`src/rtl/otw_pkg.sv`:
```
package otw_pkg;

    localparam int RA_W     = 12;
    localparam int MB_SHIFT = 20;

    localparam logic [RA_W-1:0] OFS_CTRL     = 12'h004;
    localparam logic [RA_W-1:0] OFS_WSIZE    = 12'h030;
    localparam logic [RA_W-1:0] OFS_WIN_BASE = 12'h200;
    localparam logic [RA_W-1:0] WIN_STRIDE   = 12'h008;
    localparam logic [RA_W-1:0] HI_WORD_OFS  = 12'h004;

    typedef struct packed {
        logic xlat_en;
        logic link_en;
    } ctrl_t;

    typedef enum logic {
        RSP_EMPTY = 1'b0,
        RSP_FULL  = 1'b1
    } rsp_state_e;

endpackage

```
`src/rtl/otw_regs.sv`:
```
module otw_regs
    import otw_pkg::*;
#(
    parameter int NUM_WIN = 8,
    parameter int EXP_W   = 3
) (
    input  logic                      clk,
    input  logic                      rst_n,
    input  logic                      reg_wr,
    input  logic                      reg_rd,
    input  logic [RA_W-1:0]           reg_addr,
    input  logic [31:0]               reg_wdata,
    output logic [31:0]               reg_rdata,
    output ctrl_t                     ctrl_q,
    output logic [EXP_W-1:0]          size_exp_q,
    output logic [NUM_WIN-1:0][31:0]  win_lo_q,
    output logic [NUM_WIN-1:0][31:0]  win_hi_q
);

    logic [NUM_WIN-1:0] sel_lo;
    logic [NUM_WIN-1:0] sel_hi;
    logic               sel_ctrl;
    logic               sel_size;
    logic [31:0]        rd_mux;

    assign sel_ctrl = (reg_addr == OFS_CTRL);
    assign sel_size = (reg_addr == OFS_WSIZE);

    generate
        for (genvar n = 0; n < NUM_WIN; n++) begin : g_win
            localparam logic [RA_W-1:0] LO_OFS = OFS_WIN_BASE + RA_W'(n) * WIN_STRIDE;

            assign sel_lo[n] = (reg_addr == LO_OFS);
            assign sel_hi[n] = (reg_addr == LO_OFS + HI_WORD_OFS);

            always_ff @(posedge clk) begin
                if (!rst_n) begin
                    win_lo_q[n] <= '0;
                    win_hi_q[n] <= '0;
                end else if (reg_wr) begin
                    if (sel_lo[n]) win_lo_q[n] <= reg_wdata;
                    if (sel_hi[n]) win_hi_q[n] <= reg_wdata;
                end
            end
        end
    endgenerate

    always_ff @(posedge clk) begin
        if (!rst_n) begin
            ctrl_q     <= '0;
            size_exp_q <= '0;
        end else if (reg_wr) begin
            if (sel_ctrl) ctrl_q     <= ctrl_t'(reg_wdata[1:0]);
            if (sel_size) size_exp_q <= reg_wdata[EXP_W-1:0];
        end
    end

    always_comb begin
        rd_mux = '0;
        if (sel_ctrl) rd_mux = {30'b0, ctrl_q};
        if (sel_size) rd_mux = {{(32-EXP_W){1'b0}}, size_exp_q};
        for (int n = 0; n < NUM_WIN; n++) begin
            if (sel_lo[n]) rd_mux = win_lo_q[n];
            if (sel_hi[n]) rd_mux = win_hi_q[n];
        end
    end

    always_ff @(posedge clk) begin
        if (!rst_n)      reg_rdata <= '0;
        else if (reg_rd) reg_rdata <= rd_mux;
    end

endmodule

```
`src/rtl/otw_lookup.sv`:
```
module otw_lookup
    import otw_pkg::*;
#(
    parameter int              NUM_WIN     = 8,
    parameter int              EXP_W       = 3,
    parameter int              LOC_AW      = 32,
    parameter logic [LOC_AW-1:0] REGION_BASE = '0,
    parameter int              IDX_W       = 3
) (
    input  logic [LOC_AW-1:0]          loc_addr,
    input  ctrl_t                      ctrl,
    input  logic [EXP_W-1:0]           size_exp,
    input  logic [NUM_WIN-1:0][31:0]   win_lo,
    input  logic [NUM_WIN-1:0][31:0]   win_hi,
    output logic                       hit,
    output logic [IDX_W-1:0]           idx,
    output logic [63:0]                xaddr
);

    localparam int SH_W = 6;

    logic [LOC_AW-1:0] offset;
    logic [SH_W-1:0]   shamt;
    logic [LOC_AW-1:0] raw_idx;
    logic              in_range;
    logic [IDX_W-1:0]  sel;
    logic [63:0]       tgt_base;
    logic              win_en;
    logic [63:0]       keep_mask;
    logic [63:0]       offset64;

    assign offset   = loc_addr - REGION_BASE;
    assign shamt    = SH_W'(MB_SHIFT) + SH_W'(size_exp);
    assign raw_idx  = offset >> shamt;
    assign in_range = (raw_idx < LOC_AW'(NUM_WIN));
    assign sel      = raw_idx[IDX_W-1:0];
    assign offset64 = {{(64-LOC_AW){1'b0}}, offset};
    assign keep_mask = (64'd1 << shamt) - 64'd1;

    always_comb begin
        tgt_base = '0;
        win_en   = 1'b0;
        for (int n = 0; n < NUM_WIN; n++) begin
            if (sel == IDX_W'(n)) begin
                tgt_base = {win_hi[n], win_lo[n]};
                win_en   = win_lo[n][0];
            end
        end
    end

    assign hit   = ctrl.xlat_en && in_range && win_en;
    assign idx   = hit ? sel : '0;
    assign xaddr = hit ? ((tgt_base & ~keep_mask) | (offset64 & keep_mask))
                       : {{(64-LOC_AW){1'b0}}, loc_addr};

endmodule

```
`src/rtl/otw_resp.sv`:
```
module otw_resp
    import otw_pkg::*;
#(
    parameter int IDX_W = 3
) (
    input  logic             clk,
    input  logic             rst_n,
    input  logic             req_valid,
    input  logic             lk_hit,
    input  logic [IDX_W-1:0] lk_idx,
    input  logic [63:0]      lk_addr,
    output logic             resp_valid,
    output logic             resp_hit,
    output logic [IDX_W-1:0] resp_idx,
    output logic [63:0]      resp_addr
);

    rsp_state_e state_q;
    rsp_state_e state_d;

    always_comb begin
        state_d = state_q;
        unique case (state_q)
            RSP_EMPTY: state_d = req_valid ? RSP_FULL : RSP_EMPTY;  // FILL / IDLE
            RSP_FULL:  state_d = req_valid ? RSP_FULL : RSP_EMPTY;  // REFILL / DRAIN
        endcase
    end

    always_ff @(posedge clk) begin
        if (!rst_n) state_q <= RSP_EMPTY;
        else        state_q <= state_d;
    end

    always_ff @(posedge clk) begin
        if (!rst_n) begin
            resp_hit  <= 1'b0;
            resp_idx  <= '0;
            resp_addr <= '0;
        end else if (req_valid) begin
            resp_hit  <= lk_hit;
            resp_idx  <= lk_idx;
            resp_addr <= lk_addr;
        end
    end

    assign resp_valid = (state_q == RSP_FULL);

endmodule

```
`src/rtl/otw_xlate.sv`:
```
module otw_xlate
    import otw_pkg::*;
#(
    parameter int                NUM_WIN     = 8,
    parameter int                EXP_W       = 3,
    parameter int                LOC_AW      = 32,
    parameter logic [LOC_AW-1:0] REGION_BASE = 32'h5000_0000,
    localparam int               IDX_W       = (NUM_WIN > 1) ? $clog2(NUM_WIN) : 1
) (
    input  logic              clk,
    input  logic              rst_n,
    input  logic              reg_wr,
    input  logic              reg_rd,
    input  logic [11:0]       reg_addr,
    input  logic [31:0]       reg_wdata,
    output logic [31:0]       reg_rdata,
    input  logic              req_valid,
    input  logic [LOC_AW-1:0] req_addr,
    output logic              resp_valid,
    output logic              resp_hit,
    output logic [IDX_W-1:0]  resp_idx,
    output logic [63:0]       resp_addr
);

    ctrl_t                     ctrl_q;
    logic [EXP_W-1:0]          size_exp_q;
    logic [NUM_WIN-1:0][31:0]  win_lo_q;
    logic [NUM_WIN-1:0][31:0]  win_hi_q;
    logic                      lk_hit;
    logic [IDX_W-1:0]          lk_idx;
    logic [63:0]               lk_addr;

    otw_regs #(.NUM_WIN(NUM_WIN), .EXP_W(EXP_W)) u_regs (
        .clk        (clk),
        .rst_n      (rst_n),
        .reg_wr     (reg_wr),
        .reg_rd     (reg_rd),
        .reg_addr   (reg_addr),
        .reg_wdata  (reg_wdata),
        .reg_rdata  (reg_rdata),
        .ctrl_q     (ctrl_q),
        .size_exp_q (size_exp_q),
        .win_lo_q   (win_lo_q),
        .win_hi_q   (win_hi_q)
    );

    otw_lookup #(
        .NUM_WIN(NUM_WIN), .EXP_W(EXP_W), .LOC_AW(LOC_AW),
        .REGION_BASE(REGION_BASE), .IDX_W(IDX_W)
    ) u_lookup (
        .loc_addr (req_addr),
        .ctrl     (ctrl_q),
        .size_exp (size_exp_q),
        .win_lo   (win_lo_q),
        .win_hi   (win_hi_q),
        .hit      (lk_hit),
        .idx      (lk_idx),
        .xaddr    (lk_addr)
    );

    otw_resp #(.IDX_W(IDX_W)) u_resp (
        .clk        (clk),
        .rst_n      (rst_n),
        .req_valid  (req_valid),
        .lk_hit     (lk_hit),
        .lk_idx     (lk_idx),
        .lk_addr    (lk_addr),
        .resp_valid (resp_valid),
        .resp_hit   (resp_hit),
        .resp_idx   (resp_idx),
        .resp_addr  (resp_addr)
    );

endmodule

```
`config.mk`:
```
export PLATFORM = sky130hd
export DESIGN_NAME = otw_xlate
export DESIGN_NICKNAME = d
export VERILOG_FILES = /design/src/rtl/otw_pkg.sv /design/src/rtl/otw_regs.sv /design/src/rtl/otw_lookup.sv /design/src/rtl/otw_resp.sv /design/src/rtl/otw_xlate.sv
export SDC_FILE = /design/constraint.sdc
export NUM_CORES = 2
export LEC_CHECK = 0
export BUFFER_PORTS_ARGS = -buffer_cell sky130_fd_sc_hd__buf_4
export CAP_MARGIN = 20
export CORE_ASPECT_RATIO = 1.2
export CORE_UTILIZATION = 40
export CTS_CLUSTER_DIAMETER = 150
export DETAILED_ROUTE_END_ITERATION = 10
export GPL_ROUTABILITY_DRIVEN = 0
export GPL_TIMING_DRIVEN = 0
export PLACE_DENSITY = 0.57
export SLEW_MARGIN = 30
export SYNTH_ARGS = -nofsm -noshare
export SYNTH_HDL_FRONTEND = slang
export SYNTH_HIERARCHICAL = 1
export SYNTH_SLANG_ARGS = --single-unit
```
`constraint.sdc`:
```
create_clock -name clk -period 7.6 [get_ports clk]
set_clock_uncertainty 0.15 [all_clocks]
set_input_delay 1.14 -clock clk [delete_from_list [all_inputs] [get_ports clk]]
set_output_delay 1.14 -clock clk [all_outputs]
set_load 0.02 [all_outputs]
```
# Word level (Yosys, flattened, before mapping)
# Cells that the tools add are included.
# classes
add_sub_neg	3
order_cmp	1
n_eq_ne	25
shift	2
mux	37
n_bitwise	4
n_reduce_logical	21
# op_table
op	n
64-bit 2-to-1 mux	9
32-bit 2-to-1 mux	16
12-bit by 10-bit equality test with 1-bit output, second input constant	16
32-bit by 64-bit AND with 64-bit output	1
64-bit AND	1
64-bit inverter	1
64-bit bitwise OR	1
1-bit by 6-bit left shift with 64-bit output, first input constant	1
64-bit by 1-bit subtractor with 64-bit output, second input constant	1
2-bit AND reduction	18
32-bit by 4-bit less-than comparator with 1-bit output, second input constant	1
32-bit by 6-bit >> shifter with 32-bit output	1
32-bit by 31-bit subtractor with 32-bit output, second input constant	1
12-bit by 3-bit equality test with 1-bit output, second input constant	1
12-bit by 6-bit equality test with 1-bit output, second input constant	1
3-bit equality test, second input constant	4
1-bit 2-to-1 mux	9
5-bit by 3-bit adder with 6-bit output, first input constant	1
3-bit by 2-bit equality test with 1-bit output, second input constant	2
3-bit 2-to-1 mux	2
3-bit by 1-bit equality test with 1-bit output, second input constant	1
3-bit logical NOT	1
1-bit logical AND	2
2-bit 2-to-1 mux	1
# word_totals
ff_bits	618
output_inout_bits	101
elab_cells	117

# Depth between registers and ports, before layout
# depth
depth_word	19
depth_mapped	14

# Hierarchy
# Netlist, hierarchy kept.
# by_module_without_submodules
mod	instances	cells_per_inst	area_per_inst_um2	seq_area_each_um2
otw_regs	1	3170	25469.4	10990.5
otw_lookup	1	825	4267.8	0.0
otw_resp	1	221	2596.2	1381.3

# Worst setup path after synthesis
# Ideal clock, no wire load.
# synth_timing
path_kind	in2reg
from	input req_addr[28]
to	register u_resp.resp_addr[22]
setup_ns	0.116
arrival_ns	3.634
slack_ns	3.700
cell_stages	11
cell_sequence	inv_1 -> ha_1 -> mux2_1 -> mux4_2 -> clkbuf_1 -> o221a_1 -> buf_2 -> a2111oi_4 -> mux2_1 -> mux2i_1 -> nor2b_1
# synth_between
elab_chain_cells	14
elab_cells_between_ends	32
cone_classes	1 x add/sub; 1 x order compare; 7 x eq/ne; 1 x shift; 17 x mux; 2 x bitwise; 3 x reduce/logical
# synth_rtl
item	line_no	source
from (decl)	otw_xlate.sv:18	input logic [LOC_AW-1:0] req_addr,
32-bit by 31-bit subtractor with 32-bit output *	otw_lookup.sv:32	assign offset = loc_addr - REGION_BASE;
32-bit by 6-bit >> shifter with 32-bit output *	otw_lookup.sv:34	assign raw_idx = offset >> shamt;
3-bit logical NOT	otw_lookup.sv:44	if (sel == IDX_W'(n)) begin
64-bit 2-to-1 mux (8 in series)	otw_lookup.sv:44	
64-bit AND	otw_lookup.sv:53	assign xaddr = hit ? ((tgt_base & ~keep_mask) | (offset64 & keep_mask))
64-bit bitwise OR	otw_lookup.sv:53	
64-bit 2-to-1 mux *	otw_lookup.sv:53	
via lk_addr[22]	otw_xlate.sv:31	logic [63:0] lk_addr;
to (signal assigned)	otw_resp.sv:42	resp_addr <= lk_addr;
to (decl)	otw_resp.sv:15	output logic [63:0] resp_addr
# Mark *: on every way through the listed nets, which the timed path passes. The rest lies on a longest branch.
# A chain may end at the register's enable or synchronous reset.

# Worst setup path in the final report
# layout_timing
from	register u_regs.size_exp_q[0]
to	register u_resp.resp_addr[62]
# layout_between
elab_chain_cells	14
elab_cells_between_ends	36
cone_classes	2 x add/sub; 1 x order compare; 7 x eq/ne; 2 x shift; 17 x mux; 4 x bitwise; 3 x reduce/logical
# layout_rtl
item	line_no	source
from (decl)	otw_regs.sv:15	output logic [EXP_W-1:0] size_exp_q,
from (signal assigned)	otw_regs.sv:54	if (sel_size) size_exp_q <= reg_wdata[EXP_W-1:0];
5-bit by 3-bit adder with 6-bit output *	otw_lookup.sv:33	assign shamt = SH_W'(MB_SHIFT) + SH_W'(size_exp);
32-bit by 6-bit >> shifter with 32-bit output	otw_lookup.sv:34	
3-bit logical NOT	otw_lookup.sv:44	
64-bit 2-to-1 mux (8 in series)	otw_lookup.sv:44	
64-bit AND	otw_lookup.sv:53	
64-bit bitwise OR	otw_lookup.sv:53	
64-bit 2-to-1 mux *	otw_lookup.sv:53	
via lk_addr[62]	otw_xlate.sv:31	
# Marked as above.

==> reports/metrics.csv <==
stage,metric,value,unit
clock_network,CTS tree,built,
worst_setup_path,critical path class,flop to flop,
finish,Non-Filler Instances,5505,
pwr,Leak,12.6,nW
grt,first-pass GRT wire length,232000,um
logic_synthesis,Mean Syn Cell Area,7.67,um^2
worst_setup_path,CP arrival,6.17,ns
worst_setup_path,CP Launch Type,flop,
worst_setup_path,FF-to-FF path depth,13,
worst_setup_path,CP Capture Type,flop,
finish,Register Area,12400,um^2
floorplan,Starting Density,0.406,
clock_network,Clock Sinks,618,
logic_synthesis,Yosys top cell by area,dfxtp_1,
drt,post-route ant nets,0,
grt,number of global-route vias before repair,31700,
floorplan,FP Rows,113,
logic_synthesis,main combinational cell family by area after synthesis,simple AND/OR/NAND/NOR gates,
clock_network,cts bufs inserted,70,
run,max_cap viols,0,
grt,GR Util All Layers,0.402,
clock_network,clock transition at the registers of the reported paths,0.06,ns
drt,vias per cell,6.27,
floorplan,die area,82000,um^2
timing,RSZ-0062 raised after global routing,false,
logic_synthesis,xor/xnor cell area share of the yosys netlist,0.000542,
finish,proportion of layout cells with a drive suffix above 1,0.108,
finish,nets@finish,4502,
timing,TNS Setup,0,ns
drt,vias post-DR,34500,
logic_synthesis,"Seq/Total Area, Yosys",0.383,
clock_network,clock latency on the worst-skew pair,0.64,ns
logic_synthesis,Mapped Cells,4216,
logic_synthesis,"FFs w/ async S/R, synth",0,
finish,multi-input logic area,18000,um^2
timing,period utilisation layout,0.763,
logic_synthesis,"Top FF cell, synth",dfxtp_1,
clock_network,root buffer cell,clkbuf_16,
finish,Fillers,8146,
drt,Residual DRC,0,
floorplan,IO Count,182,
timing,Slew Limit Fails,0,
worst_setup_path,Critical Path RT,7.97,ns
drt,DRT Pass-1 Iters,8,
placement,HPWL Detailed,125000,um
worst_setup_path,CP max FO,10,
grt,"Remaining Overflow, GRT",0,
timing,Slew headroom,0.175,
logic_synthesis,number of enable flip-flop cells after synthesis,0,
placement,placed instance area,34600,um^2
drt,final WL,169000,um
floorplan,core box area,79600,um^2
logic_synthesis,synth top area cells,"dfxtp_1 (38%), nand2_1 (16%), a21boi_1 (6.8%), a21boi_0 (5.2%), mux2i_1 (4.9%)",
min_path,worst hold path stage count,2,
placement,input/output buffers,126,
timing,Worst Tran Pin Value,1.23,ns
clock_network,H-tree Lvls,3,
floorplan,Die H,313,um
grt,initial antenna violation count,8,
pwr,power density over cell area,203,nW/um^2
logic_synthesis,mux cell area share after synthesis,0.0643,
floorplan,Die X,262,um
grt,largest net degree at the start of global routing,14,
clock_network,Clock Tree Buf Depth,3,
pwr,peak supply drop,0.129,mV
placement,placed cells,5379,
logic_synthesis,area fraction of the dominant cell type after synthesis,0.383,
clock_network,Post-CTS Resized,0,
logic_synthesis,Synth Area in Compound Gates,0.236,
drt,DRT iter0 DRCs,5047,
timing,Final setup violation count,0,
timing,Hold Fails Final Rpt,0,
min_path,worst hold path class,flop to flop,
timing,crit path time final,5.80,ns
drt,WL/cell,30.7,um
logic_synthesis,Yosys reg bits,618,
clock_network,Hold Buf Count CTS,0,
logic_synthesis,simple-gate share of the synthesized area,0.254,
logic_synthesis,area share of fa/ha/maj cells after synthesis,0.00116,
finish,final design instance area without fill,37000,um^2
logic_synthesis,Yosys warning count,6,
logic_synthesis,Netlist cell types,88,
timing,WHS,0.301,ns
run_status,outcome,"finished, final reports clean",
clock_network,Post-CTS Setup Inserts,0,
timing,fmax,0.172,GHz
finish,Area Growth Syn to Fin,14.5,%
logic_synthesis,"Cell Area, Synth",32300,um^2
[synthesized netlist by cell type (22+ instances only)]
| cell | n |
|---|---|
| nor2_1 | 126 |
| a21boi_1 | 291 |
| o21ai_1 | 22 |
| o22ai_1 | 62 |
| nand3_1 | 202 |
| nor2b_1 | 78 |
| nand2_1 | 1377 |
| a21boi_0 | 225 |
| dfxtp_1 | 618 |
| buf_4 | 39 |
| mux2i_1 | 159 |
| a21oi_1 | 85 |
| o221ai_1 | 36 |
| buf_2 | 80 |
| mux2_2 | 25 |
| o21ai_0 | 89 |
| clkbuf_1 | 279 |
| a22oi_1 | 50 |
| nor3_1 | 22 |
| a221oi_1 | 23 |
[power breakdown]
part | internal (mW) | switching, mW | total (mW)
Sequential | 3.25 | 0.00547 | 3.25
Combinational | 0.185 | 0.527 | 0.712
Clock | 2.04 | 1.49 | 3.54
[sequential cells by signal, summed over array words and instances (netlist names)]
signal / cells
u_resp/resp_hit: 1
u_regs/ctrl_q: 2
u_regs/win_hi_q: 256
u_resp/resp_idx: 3
u_resp/resp_valid: 1
u_regs/win_lo_q: 256
u_regs/size_exp_q: 3
u_resp/resp_addr: 64
u_regs/reg_rdata: 32
[routing by layer]
layer	track usage	wire, um
met2	0.593	70200
met3	0.137	21500
met4	0.355	18400
met5	0	53
met1	0.459	58800
[placed cells by master, fill, tap and decap left out, types with 22 or more instances in the layout]
master,Yosys,routed
nand2_1,1377,1377
dfxtp_1,618,618
a21boi_1,291,291
clkbuf_1,279,281
a21boi_0,225,225
nand3_1,202,202
buf_4,39,165
mux2i_1,159,159
nor2_1,126,125
o21ai_0,89,89
a21oi_1,85,85
buf_2,80,84
nor2b_1,78,78
clkbuf_16,0,71
o22ai_1,62,62
a22oi_1,50,50
o221ai_1,36,36
mux2_2,25,25
a221oi_1,23,23
nor3_1,22,22
[critical path, cell delays in order (launching register included)]
cell and delay [ns]:
dfxtp_1 0.52, buf_6 0.20, buf_6 0.16, mux2_2 0.35, o22a_1 0.21, nand3_1 0.42
clkbuf_1 0.82, buf_2 0.57, clkbuf_1 0.75, nand3_1 0.54, nand3_1 0.51, a21oi_1 0.22
mux2i_1 0.17, nor2b_1 0.06
[through the flow]
step | power [mW] | worst slack (ns) | util
2_1_floorplan | 3.67 | 3.70 | -
3_3_place_gp | 3.98 | 1.47 | 0.434
3_5_place_dp | 3.98 | 1.53 | 0.435
4_1_cts | 7.47 | 2.08 | 0.464
5_1_grt | 7.65 | 2.07 | 0.465
6_report | 7.50 | 1.80 | 0.465
[path summary, 6_finish.rpt]
| check | from | to | slack, ns |
|---|---|---|---|
| max | u_regs/size_exp_q[0] | u_resp/resp_addr[62] | 1.80 |
| min | u_regs/win_lo_q[13] | u_regs/win_lo_q[13] | 0.30 |
| max reg2reg | u_regs/size_exp_q[0] | u_resp/resp_addr[62] | 1.80 |
| min reg2reg | u_regs/win_lo_q[13] | u_regs/win_lo_q[13] | 0.30 |
[cell families after synthesis]
kind of cell / after synthesis
flip-flops: 618
buffers and inverters: 437
AND/OR/NAND/NOR: 1907
multiplexers: 198
XOR/XNOR: 2
AO/OA/AOI/OAI: 1049
adder cells (fa/ha/maj): 3
other: 2
[cell type report]
type	count	area share
Antenna cell	2	0.000135
Buffer	427	0.0536
Clock buffer	98	0.0537
Clock inverter	24	0.00923
Inverter	10	0.00101
Multi-Input combinational cell	3163	0.487
Sequential cell	618	0.334
Tap cell	1035	0.0350
Timing Repair Buffer	128	0.0260
Note: power is estimated with default switching activity, not from simulation.
